===== src/rtl/pwm_timer_chan.sv =====
module pwm_timer_chan #(
  parameter int CHAN    = 0,
  parameter int MODE    = 2,
  parameter int ADDR_W  = 8,
  parameter int CNT_W   = 16,
  parameter int PRE_MAX = 5
) (
  input  logic              clk,
  input  logic              rst_n,
  input  logic [ADDR_W-1:0] reg_addr,
  input  logic              reg_wr,
  input  logic [31:0]       reg_wdata,
  output logic [31:0]       reg_rdata,
  input  logic              chan_en,
  input  logic              chan_stop,
  input  logic [2:0]        src_tick,
  output logic              pwm_out,
  output logic              full_evt,
  output logic              half_evt
);
  localparam logic [ADDR_W-1:0] BASE = ADDR_W'(32'h40 + 32'h10 * CHAN);
  localparam int PW = 2 * PRE_MAX;
  localparam int CTL_W = 12;
  localparam int B_IN = 6, B_OE = 7, B_INIT = 8, B_SD = 9, B_CLR = 10, B_BYP = 11;

  logic [CNT_W-1:0] full_q, half_q, cnt_q;
  logic [CTL_W-1:0] ctrl_q;
  logic [PW-1:0]    pcnt_q, pre_lim;
  logic             phase_q;
  logic [2:0]       pre_k;
  logic             sel, run, src_on, tick, clr_hold, sd_act, drive;
  logic             wr_full, wr_half, wr_cnt, wr_ctrl;
  logic             unused_bits;

  assign unused_bits = ^reg_wdata[31:16];

  assign sel     = (reg_addr[ADDR_W-1:4] == BASE[ADDR_W-1:4]) && (reg_addr[1:0] == 2'b00);
  assign wr_full = reg_wr && sel && reg_addr[3:2] == 2'd0;
  assign wr_half = reg_wr && sel && reg_addr[3:2] == 2'd1;
  assign wr_cnt  = reg_wr && sel && reg_addr[3:2] == 2'd2;
  assign wr_ctrl = reg_wr && sel && reg_addr[3:2] == 2'd3;

  always_comb begin
    reg_rdata = '0;
    if (sel) begin
      case (reg_addr[3:2])
        2'd0:    reg_rdata = 32'(full_q);
        2'd1:    reg_rdata = 32'(half_q);
        2'd2:    reg_rdata = 32'(cnt_q);
        default: reg_rdata = 32'(ctrl_q);
      endcase
    end
  end

  assign run      = chan_en && !chan_stop;
  assign src_on   = |(ctrl_q[2:0] & src_tick);
  assign pre_k    = (ctrl_q[5:3] > 3'(PRE_MAX)) ? 3'(PRE_MAX) : ctrl_q[5:3];
  assign pre_lim  = (PW'(1) << (2 * pre_k)) - PW'(1);
  assign tick     = run && src_on && (pcnt_q >= pre_lim);
  assign clr_hold = (MODE == 2) && ctrl_q[B_CLR];

  always_ff @(posedge clk or negedge rst_n) begin
    if (!rst_n) begin
      full_q <= '0;
      half_q <= '0;
      ctrl_q <= '0;
    end else begin
      if (wr_full) full_q <= reg_wdata[CNT_W-1:0];
      if (wr_half) half_q <= reg_wdata[CNT_W-1:0];
      if (wr_ctrl) ctrl_q <= reg_wdata[CTL_W-1:0];
    end
  end

  always_ff @(posedge clk or negedge rst_n) begin
    if (!rst_n)
      pcnt_q <= '0;
    else if (run && src_on)
      pcnt_q <= (pcnt_q >= pre_lim) ? '0 : pcnt_q + PW'(1);
  end

  always_ff @(posedge clk or negedge rst_n) begin
    if (!rst_n) begin
      cnt_q    <= '0;
      phase_q  <= 1'b0;
      full_evt <= 1'b0;
      half_evt <= 1'b0;
    end else begin
      full_evt <= 1'b0;
      half_evt <= 1'b0;
      if (clr_hold) begin
        cnt_q   <= '0;
        phase_q <= 1'b0;
      end else if (wr_cnt) begin
        cnt_q   <= reg_wdata[CNT_W-1:0];
        phase_q <= 1'b0;
      end else if (tick) begin
        if (cnt_q == half_q) begin
          half_evt <= 1'b1;
          phase_q  <= 1'b1;
        end
        if (cnt_q == full_q) begin
          full_evt <= 1'b1;
          phase_q  <= 1'b0;
          cnt_q    <= '0;
        end else begin
          cnt_q <= cnt_q + CNT_W'(1);
        end
      end
    end
  end

  assign sd_act  = (MODE == 1) && ctrl_q[B_SD];
  assign drive   = ctrl_q[B_OE] && !sd_act;
  assign pwm_out = drive ? (ctrl_q[B_BYP] ? src_on : (ctrl_q[B_INIT] ^ phase_q))
                         : ctrl_q[B_INIT];


  full_wrap_chk: assert property (@(posedge clk) disable iff (!rst_n)
    full_evt |-> cnt_q == '0);


  half_phase_chk: assert property (@(posedge clk) disable iff (!rst_n)
    (half_evt && !full_evt) |-> phase_q);


  frozen_chk: assert property (@(posedge clk) disable iff (!rst_n)
    (!run && !wr_cnt && !clr_hold) |=> $stable(cnt_q));

  generate
    if (MODE == 2) begin : g_clr_chk

      clear_hold_chk: assert property (@(posedge clk) disable iff (!rst_n)
        ctrl_q[B_CLR] |=> cnt_q == '0);
    end
  endgenerate


  read_range_chk: assert property (@(posedge clk) disable iff (!rst_n)
    (sel && reg_addr[3:2] != 2'd3) |-> reg_rdata[31:CNT_W] == '0);

  logic unused_in;
  assign unused_in = ctrl_q[B_IN];
endmodule


===== config.mk =====
export PLATFORM = sky130hd
export DESIGN_NAME = pwm_timer_chan
export DESIGN_NICKNAME = d
export VERILOG_FILES = /design/src/rtl/pwm_timer_chan.sv
export SDC_FILE = /design/constraint.sdc
export NUM_CORES = 1
export LEC_CHECK = 0
export ABC_AREA = 1
export CAP_MARGIN = 40
export CORE_ASPECT_RATIO = 1.25
export CORE_MARGIN = 2
export CORE_UTILIZATION = 45
export DETAILED_ROUTE_END_ITERATION = 8
export GPL_ROUTABILITY_DRIVEN = 0
export HOLD_SLACK_MARGIN = 0.06
export PLACE_DENSITY = 0.7
export SYNTH_ARGS = -nofsm -noshare
export SYNTH_HDL_FRONTEND = slang
export SYNTH_SLANG_ARGS = --single-unit

===== constraint.sdc =====
create_clock -name clk -period 4.8 [get_ports clk]
set_input_delay 0.72 -clock clk [delete_from_list [all_inputs] [get_ports clk]]
set_output_delay 0.72 -clock clk [all_outputs]
set_load 0.01 [all_outputs]

==> impl_metrics.tcl <==
set metrics [dict create \
    status "complete, no violations" \
    path_max_fanout 13 \
    clk_latency_ns 0.34 \
    min_period_ns 3.62 \
    cts_buffers 9 \
    clock-sinks 73 \
    drive_gt1_frac 0.0569 \
    die_width_um 98.8 \
    syn_area_um2 5050 \
    max-vdd-ir-drop_uv 192 \
    h-tree-depth 3 \
    fin_worst_skew_ns 0.00523 \
    yosysSeqAreaShare 0.362 \
    timing.slew.headroom 0.371 \
    grt_pass1_wl_mm 22.5 \
    synth_cells 763 \
    ios 83 \
    wl_per_cell_um 14.7 \
    cts_tree "built" \
    path_clk_slew_ns 0.06 \
    layout.nets 866 \
    gr-total-overflow 0 \
    fin_cells 944 \
    slew_violations 0 \
    antenna_cells 0 \
    grt.total_usage 0.237 \
    via_per_inst 5.26 \
    cp.arrival_ns 2.90 \
    die_area_um2 12100 \
    worstPathRequired_ns 4.08 \
    cts_resized 0 \
    ys_seq_elements 73 \
    core_um2 11000 \
    drv_cap 0 \
    cts-root-buf "clkbuf_16" \
    grt.busiest_layer "met2" \
    worst_pin_slew_ns 0.943 \
    initial_core_util 0.458 \
    ys_types 35 \
    worstHoldPathType "input port to asynchronous set/reset pin" \
    drtIter0Drc 356 \
    setup_violations 0 \
    die_y_um 122 \
    cts_hold_buf 0 \
    syn_to_final_growth_pct 16.9 \
    p_total_w 0.00174 \
    grt_max_degree 39 \
    drtAntennaViolNets 0 \
    place_inst 930 \
    post-route-drc-count 0 \
    cts.path.max_buffers 2 \
    rows 43 \
    worst_setup_path_end_kind "output port" \
    p_leak_nw 2.97 \
    stdcell_area_um2 5910 \
    antenna_found_initial 0 \
    route.final.wire_length_mm 13.8 \
    fmax_ghz 0.276 \
    avgSynthCellArea_um2 6.62 \
    yosys_warnings 0 \
    first_global_vias 4751 \
    place_area_um2 5610 \
    rsz0062_at_grt "false" \
    fin_crit_sh 0.754 \
    start_kind "input port" \
    postCtsSetupBuffers 0 \
    finalSetupTns_ns 0 \
    num_vias 4968 \
    met3_usage 0.0438 \
    dp_hpwl_mm 10.2 \
    first_pass_iters 5 \
    use_met2 0.410 \
    grt_util_met1 0.285 \
    hold_viol_final 0 \
    critPathKind "input port to output port" \
    portBuffers 50 \
    p_per_area_nw_per_um2 295 \
]
[report_power, final]
part           internal (W)  switching, W  total [W]
clock              0.000447      0.000255   0.000702
sequential         0.000659     0.0000434   0.000702
combinational      0.000122      0.000216   0.000338
[layout by cell type (no fill, tap or decap), types with 2 or more instances in the layout]
cell type        count
nand2_1            290
inv_1               91
dfrtp_1             73
nor2_1              61
o21ai_0             58
clkdlybuf4s50_1     49
nand3_1             44
a21oi_1             20
xor2_1              17
conb_1              16
ha_1                12
o22ai_1              9
clkbuf_16            9
nor3_1               8
buf_4                8
inv_2                5
nor2_2               4
a41oi_1              4
nand3_2              4
nand4_1              3
inv_4                2
a221oi_1             2
xnor2_1              2
bufinv_16            2
clkinv_2             2
[critical path, cell delays in order]
cell and delay (ns):
clkdlybuf4s50_1 0.67, inv_2 0.08, nor2_4 0.23, inv_4 0.16
o22ai_1 0.20, a21oi_1 0.07, a21oi_1 0.20, clkdlybuf4s50_1 0.57
[path summary, 6_finish.rpt]
| path | start | endpoint | slack, ns | cells past startpoint |
|---|---|---|---|---|
| max | reg_addr[3] | reg_rdata[5] | 1.18 | 8 |
| min | rst_n | half_q[10] | 0.35 | 1 |
| max reg2reg | ctrl_q[4] | cnt_q[3] | 1.94 | 14 |
| min reg2reg | phase_q | phase_q | 0.50 | 2 |
| max in group asynchronous | rst_n | half_q[2] | 3.86 | 2 |
| min in group clk | phase_q | phase_q | 0.50 | 2 |
[state kept, by name, indices dropped and copies added, names as in the netlist]
register / cells
pcnt_q: 10
cnt_q: 16
full_q: 16
full_evt: 1
half_evt: 1
half_q: 16
phase_q: 1
ctrl_q: 12
[final cells by class]
| cell class | instances | area (um2) |
|---|---|---|
| tap | 135 | 169 |
| clock buffer | 10 | 229 |
| multi-input combinational | 564 | 2650 |
| inverter | 99 | 377 |
| sequential | 73 | 1830 |
| fill | 1060 | 5120 |
| clock inverter | 4 | 70.1 |
| timing repair buffer | 59 | 586 |
[layer usage]
metal / part of all wire / vias to the layer above
li1: - / 2441
met1: 0.42 / 2322
met2: 0.50 / 167
met3: 0.056 / 38
met4: 0.033 / 0
met5: 0 / -
[cell usage after synthesis]
cell type | instances | area (um2)
nand2_1 | 290 | 1090
o21ai_0 | 58 | 290
xnor2_1 | 2 | 17.5
nor4_1 | 1 | 6.26
nor2_1 | 61 | 229
clkinv_1 | 1 | 3.75
dfrtp_1 | 73 | 1830
a21oi_4 | 1 | 16.3
o22ai_1 | 9 | 56.3
nand2_4 | 1 | 11.3
nor2_4 | 1 | 11.3
xor2_1 | 17 | 149
nor2_8 | 1 | 20.0
nand2_2 | 1 | 6.26
mux2_2 | 1 | 11.3
buf_2 | 9 | 45.0
inv_4 | 2 | 12.5
a21oi_1 | 20 | 100
ha_1 | 12 | 150
nor2_2 | 4 | 25.0
nand3_2 | 4 | 40.0
conb_1 | 1 | 3.75
nor3_1 | 8 | 40.0
inv_1 | 91 | 342
nand4_1 | 3 | 18.8
nand3_1 | 44 | 220
clkbuf_1 | 12 | 45.0
nor3_2 | 1 | 10.0
a221oi_1 | 2 | 17.5
nand4_2 | 1 | 12.5
buf_6 | 2 | 22.5
inv_2 | 5 | 18.8
a41oi_1 | 4 | 35.0
buf_4 | 19 | 143
a21o_1 | 1 | 7.51
[stage by stage]
stage	hold slack (ns)	worst slack (ns)	utilization
after floorplan	0.424	2.29	-
final	0.348	1.18	0.536
after global routing	0.386	0.981	0.536
after CTS	0.362	1.17	0.536
after global placement	0.476	1.20	0.505
after detailed placement	0.485	1.18	0.508
[logic make-up after synthesis]
| logic type | after synthesis | share of synthesized area |
|---|---|---|
| AOI/OAI and AO/OA | 95 | 0.104 |
| xor gates and xnor gates | 19 | 0.0329 |
| adders and majority gates | 12 | 0.0297 |
| buffers and inverters | 141 | 0.125 |
| DFF | 73 | 0.362 |
| muxes | 1 | 0.00223 |
| other | 1 | 0.000742 |
| and+or+nand+nor | 421 | 0.344 |
(Power assumes the default switching activity.)
